==> src/rtl/irqc_pkg.sv <==
package irqc_pkg;

    typedef enum logic [1:0] {
        PM_FIXED    = 2'd0,
        PM_ROTATE   = 2'd1,
        PM_SPECIFIC = 2'd2,
        PM_SPARE    = 2'd3
    } prio_mode_e;

    typedef enum logic [2:0] {
        OP_NOP    = 3'd0,
        OP_MASK   = 3'd1,
        OP_MODE   = 3'd2,
        OP_EOI_NS = 3'd3,
        OP_EOI_SP = 3'd4
    } cmd_op_e;

endpackage

==> src/rtl/irqc_prio_pick.sv <==
// Finds the highest-ranked set bit of vec; the level after `low` ranks first.
module irqc_prio_pick #(
    parameter int N_LEVELS = 8,
    localparam int LW = $clog2(N_LEVELS)
) (
    input  logic [N_LEVELS-1:0] vec,
    input  logic [LW-1:0]       low,
    output logic                any,
    output logic [LW-1:0]       idx,
    output logic [LW-1:0]       rank
);
    logic [LW-1:0] pos;

    always_comb begin
        any  = 1'b0;
        idx  = '1;
        rank = '1;
        pos  = '0;
        for (int k = N_LEVELS - 1; k >= 0; k--) begin
            pos = low + LW'(1) + LW'(k);
            if (vec[pos]) begin
                any  = 1'b1;
                idx  = pos;
                rank = LW'(k);
            end
        end
    end
endmodule

==> src/rtl/irqc_readback.sv <==
module irqc_readback #(
    parameter int N_LEVELS = 8,
    localparam int LW = $clog2(N_LEVELS)
) (
    input  logic [1:0]          sel,
    input  logic [N_LEVELS-1:0] irr,
    input  logic [N_LEVELS-1:0] isr,
    input  logic [N_LEVELS-1:0] mask,
    input  logic [1:0]          mode,
    input  logic [LW-1:0]       low,
    output logic [N_LEVELS-1:0] data
);
    always_comb begin
        data = '0;
        case (sel)
            2'd0: data = irr;
            2'd1: data = isr;
            2'd2: data = mask;
            default: begin
                data[1:0]    = mode;
                data[LW+1:2] = low;
            end
        endcase
    end
endmodule

==> src/rtl/prio_irq_ctrl.sv <==
module prio_irq_ctrl
    import irqc_pkg::*;
#(
    parameter int N_LEVELS = 8,
    localparam int LW = $clog2(N_LEVELS)
) (
    input  logic                clk,
    input  logic                rst_n,
    input  logic [N_LEVELS-1:0] req_i,
    input  logic                ack_i,
    input  logic                cmd_valid_i,
    input  logic [2:0]          cmd_op_i,
    input  logic [N_LEVELS-1:0] cmd_arg_i,
    input  logic [1:0]          rd_sel_i,
    output logic [N_LEVELS-1:0] rd_data_o,
    output logic                irq_o,
    output logic [LW-1:0]       level_o
);
    typedef struct packed {
        logic [N_LEVELS-1:0] irr;
        logic [N_LEVELS-1:0] isr;
        logic [N_LEVELS-1:0] mask;
        prio_mode_e          mode;
        logic [LW-1:0]       low;
        logic [LW-1:0]       level;
    } state_t;

    state_t st_d, st_q;

    logic [LW-1:0]       eff_low;
    logic                pend_any, isr_any, grant;
    logic [LW-1:0]       pend_idx, pend_rank, isr_idx, isr_rank;
    logic [N_LEVELS-1:0] set_v, clr_v;

    assign eff_low = (st_q.mode == PM_ROTATE || st_q.mode == PM_SPECIFIC) ? st_q.low : '1;

    irqc_prio_pick #(.N_LEVELS(N_LEVELS)) u_pick_pend (
        .vec(st_q.irr & ~st_q.mask), .low(eff_low),
        .any(pend_any), .idx(pend_idx), .rank(pend_rank)
    );

    irqc_prio_pick #(.N_LEVELS(N_LEVELS)) u_pick_isr (
        .vec(st_q.isr), .low(eff_low),
        .any(isr_any), .idx(isr_idx), .rank(isr_rank)
    );

    // A request is forwarded only when it outranks every in-service level.
    assign grant = pend_any && (!isr_any || pend_rank < isr_rank);
    assign irq_o   = grant;
    assign level_o = st_q.level;

    always_comb begin
        st_d     = st_q;
        st_d.irr = req_i;
        set_v    = '0;
        clr_v    = '0;
        if (ack_i) begin
            if (grant) begin
                set_v[pend_idx] = 1'b1;
                st_d.level      = pend_idx;
            end else begin
                st_d.level = '1;
            end
        end
        if (cmd_valid_i) begin
            case (cmd_op_e'(cmd_op_i))
                OP_MASK: st_d.mask = cmd_arg_i;
                OP_MODE: begin
                    st_d.mode = prio_mode_e'(cmd_arg_i[1:0]);
                    st_d.low  = cmd_arg_i[LW+1:2];
                end
                OP_EOI_NS: begin
                    if (isr_any) begin
                        clr_v[isr_idx] = 1'b1;
                        if (st_q.mode == PM_ROTATE) st_d.low = isr_idx;
                    end
                end
                OP_EOI_SP: clr_v[cmd_arg_i[LW-1:0]] = 1'b1;
                default: ;
            endcase
        end
        st_d.isr = (st_q.isr & ~clr_v) | set_v;
    end

    always_ff @(posedge clk) begin
        if (!rst_n) st_q <= '0;
        else        st_q <= st_d;
    end

    irqc_readback #(.N_LEVELS(N_LEVELS)) u_readback (
        .sel(rd_sel_i), .irr(st_q.irr), .isr(st_q.isr), .mask(st_q.mask),
        .mode(st_q.mode), .low(st_q.low), .data(rd_data_o)
    );

    // ---------------- assertions ----------------
    logic [N_LEVELS-1:0] at_or_above;
    always_comb begin
        for (int i = 0; i < N_LEVELS; i++) at_or_above[i] = (i <= int'(pend_idx));
    end

    assert_irq_needs_unmasked_R3: assert property (@(posedge clk) disable iff (!rst_n)
        irq_o |-> ((st_q.irr & ~st_q.mask) != '0));

    assert_mask_write_R3: assert property (@(posedge clk) disable iff (!rst_n)
        (cmd_valid_i && cmd_op_i == OP_MASK) |=> st_q.mask == $past(cmd_arg_i));

    assert_ack_marks_isr_R5: assert property (@(posedge clk) disable iff (!rst_n)
        (ack_i && irq_o) |=> st_q.isr[st_q.level]);

    assert_fixed_nesting_R6: assert property (@(posedge clk) disable iff (!rst_n)
        (irq_o && st_q.mode == PM_FIXED) |-> (st_q.isr & at_or_above) == '0);

    assert_eoi_ns_clears_one_R7: assert property (@(posedge clk) disable iff (!rst_n)
        (cmd_valid_i && cmd_op_i == OP_EOI_NS && st_q.isr != '0 && !ack_i)
        |=> $countones(st_q.isr) == $countones($past(st_q.isr)) - 1);

    assert_empty_ack_R11: assert property (@(posedge clk) disable iff (!rst_n)
        (ack_i && !irq_o && !cmd_valid_i)
        |=> (level_o == '1 && st_q.isr == $past(st_q.isr)));
endmodule

==> config.mk <==
export PLATFORM = sky130hd
export DESIGN_NAME = prio_irq_ctrl
export DESIGN_NICKNAME = d
export VERILOG_FILES = /design/src/rtl/irqc_pkg.sv /design/src/rtl/irqc_prio_pick.sv /design/src/rtl/irqc_readback.sv /design/src/rtl/prio_irq_ctrl.sv
export SDC_FILE = /design/constraint.sdc
export NUM_CORES = 1
export LEC_CHECK = 0
export BUFFER_PORTS_ARGS = -buffer_cell sky130_fd_sc_hd__buf_4
export CAP_MARGIN = 20
export CORE_ASPECT_RATIO = 0.8
export CORE_UTILIZATION = 45
export DETAILED_ROUTE_END_ITERATION = 10
export GPL_ROUTABILITY_DRIVEN = 0
export PLACE_DENSITY = 0.68
export SLEW_MARGIN = 25
export SYNTH_ARGS = -nofsm -noshare
export SYNTH_HDL_FRONTEND = slang
export SYNTH_HIERARCHICAL = 1
export SYNTH_SLANG_ARGS = --single-unit
==> constraint.sdc <==
create_clock -name clk -period 4.7 [get_ports clk]
set_input_delay 0.235 -clock clk [delete_from_list [all_inputs] [get_ports clk]]
set_output_delay 0.235 -clock clk [all_outputs]
set_load 0.05 [all_outputs]
==> out/results.txt <==
NetSw: 0.0005762 W
FF+latch area: 640.6 µm²
Area occupied by multi-input gates: 2764 µm²
Max-slew violation count: 0
Top cells by area, synth: dfxtp_1, mux2i_1, mux4_2
Vias in the first global route: 2904
CP Launch Type: flop
Synth Area per Inst: 8.554 µm²
Setup TNS Final: 0 ns
H-tree depth: 2
Post-CTS resize count: 0
Hold Crit Class: in2reg
Core area: 7602 µm²
Hold_ws: 0.1525 ns
Period utilization: 0.9405
Die area: 8406 µm²
RSZ-0062 raised after global routing: false
Worst Path Class, Setup: reg2out
Routed vias: 3391
Antenna violations before repair: 0
Power share of the combinational group: 0.573
Final WL: 9.547 mm
First-pass GRT wire length: 15.28 mm
Mapped Nets: 455
Worst Setup End Kind: output port
Residual DRC count: 0
DIE HEIGHT: 82.21 µm
Horiz. Die Dim: 102.3 µm
Worst EP required: 4.47 ns
Net Sw Frac: 0.4574
Port Buffer Count: 36
Share of layout cells above drive strength 1: 0.2232
Worst-Margin Slew: 0.5491 ns
Most frequent cells in the layout: buf_4, mux2i_1, nand2_1
Final-stage net count: 479
Internal power: 0.0006834 W
Most common cell after layout, fill and taps aside: buf_4
Syn Inst Count: 423
Clock skew: 0.003409 ns
Synthesized area: 3618 µm²
Status: completed
Clock slew at reported path FFs: 0.07 ns
Largest net degree at the start of global routing: 37
Peak supply drop: 0.2016 mV
CP arrival: 4.19 ns
Reg-to-reg slack, setup: 0.38 ns
ANT cells: 0
Site row count: 28
Yosys cell types: 68
Biggest area consumer among synthesized cells: dfxtp_1
Fin crit period: 4.420 ns
Final setup viols: 0
Clk_lat worst skew: 0.28 ns
IO Pins: 37
Synth warn: 6
DR pass1 iterations: 5
Seq/Total Area, Yosys: 0.1770
Starting DRT DRC Count: 321
Gr ovfl total: 0
Yosys top cell area share: 0.1770
Async SR Flop Fraction: 0
Count of maximum capacitance violations: 0
Final Cell Area: 4010 µm²
Most common flop cell mapped by yosys: dfxtp_1
Clock power share: 0.170
Cell Area, Placed: 3915 µm²
Detail Placement HPWL: 7.366 mm
Fin. Hold Viols: 0
Largest fanout on the critical path: 11
Leakage Power: 1.715 nW
P per Cell Area: 314.1 nW/µm²
Root buf cell: clkbuf_8
Area delta synth->final: 10.82%
EDFF count, synth: 0
Clk sinks: 32
Final ANT Viol Nets: 0
Clock Tree Buf Depth: 2
Vias per inst: 6.132
Sequential share of power: 0.256
Total track usage: 0.2346
Yosys reg bits: 32
WL/cell: 17.26 µm
Starting density of the core: 0.4760
CTS tree: done
Post-CTS Hold Buffers: 0
Postcts setup bufs: 0
Slew margin rel.: 0.6305
TritonCTS Buffers: 5
Fmax: 226.2 MHz
Fill count: 726
worst paths after layout:
check                              start       end  cells after the start
worst max-delay path             st_q[7]     irq_o                     16
worst min register to register   st_q[6]   st_q[6]                      2
worst max register to register   st_q[7]  st_q[21]                     16
worst min-delay path            req_i[2]  st_q[26]                      2
cell usage after synthesis (9+ instances only):
| library cell | count |
|---|---|
| o21ai_0 | 12 |
| dfxtp_1 | 32 |
| a21oi_1 | 19 |
| and2_1 | 18 |
| buf_2 | 9 |
| nand3_1 | 12 |
| o22ai_1 | 13 |
| nand2_1 | 36 |
| mux4_2 | 9 |
| mux2i_1 | 46 |
| inv_1 | 10 |
| nor2_1 | 13 |
| nor2b_1 | 21 |
metal layers:
metal,part of all wire,global-route usage,routed length [µm]
met4,0.0073,0.05286,70
met1,0.49,0.3544,4693
met5,0,0,0
met3,0.079,0.04461,751
met2,0.42,0.3396,4031
power by group through the flow:
| stage | Combinational, W | Sequential (W) | Clock, W |
|---|---|---|---|
| 3_3_place_gp | 0.000697 | 0.000327 | 0 |
| 6_report | 0.000722 | 0.000323 | 0.000215 |
| 2_1_floorplan | 0.000559 | 0.000315 | 0 |
| 3_5_place_dp | 0.000707 | 0.000328 | 0 |
| 5_1_grt | 0.000783 | 0.000326 | 0.000233 |
| 4_1_cts | 0.000709 | 0.000322 | 0.000221 |
stage by stage:
| stage | util | std cells | setup WS, ns | power [W] |
|---|---|---|---|---|
| 2_1_floorplan | - | 423 | 0.6165 | 0.0008748 |
| 3_3_place_gp | 0.5150 | 545 | 0.5394 | 0.001024 |
| 3_5_place_dp | 0.5150 | 545 | 0.4817 | 0.001035 |
| 4_1_cts | 0.5265 | 553 | 0.2789 | 0.001252 |
| 5_1_grt | 0.5275 | 553 | 0.01759 | 0.001342 |
| 6_report | 0.5275 | 553 | 0.2796 | 0.001260 |
cell type report:
class	instances	area share
clock buffer	5	0.01716
clock inverter	3	0.004680
inverter	13	0.01217
multi-input combinational	350	0.6892
sequential	32	0.1598
tap	105	0.03276
timing repair buffer	45	0.08424
flip-flops by register name, summed over array words and instances, names as in the netlist:
signal   flops
level_o      3
st_q        29
cell families after synthesis:
kind of cell	synth area share
buf+inv	0.06120
fa+ha+maj	0.02420
xor+xnor	0.02351
flops	0.1770
simple gates	0.2711
compound gates	0.2030
mux	0.2400
worst max-delay path, cell delays in order (launching register included):
cell	delay (ns)
dfxtp_1	0.36
inv_1	0.05
ha_1	0.28
or2_2	0.42
ha_1	0.36
xor2_1	0.22
buf_4	0.22
xnor2_1	0.33
o21ai_2	0.19
nand2b_1	0.17
a311oi_1	0.27
inv_1	0.08
ha_1	0.29
inv_2	0.03
o211ai_1	0.26
nand2_1	0.16
buf_4	0.22
Power figures use the tool's default switching activity.
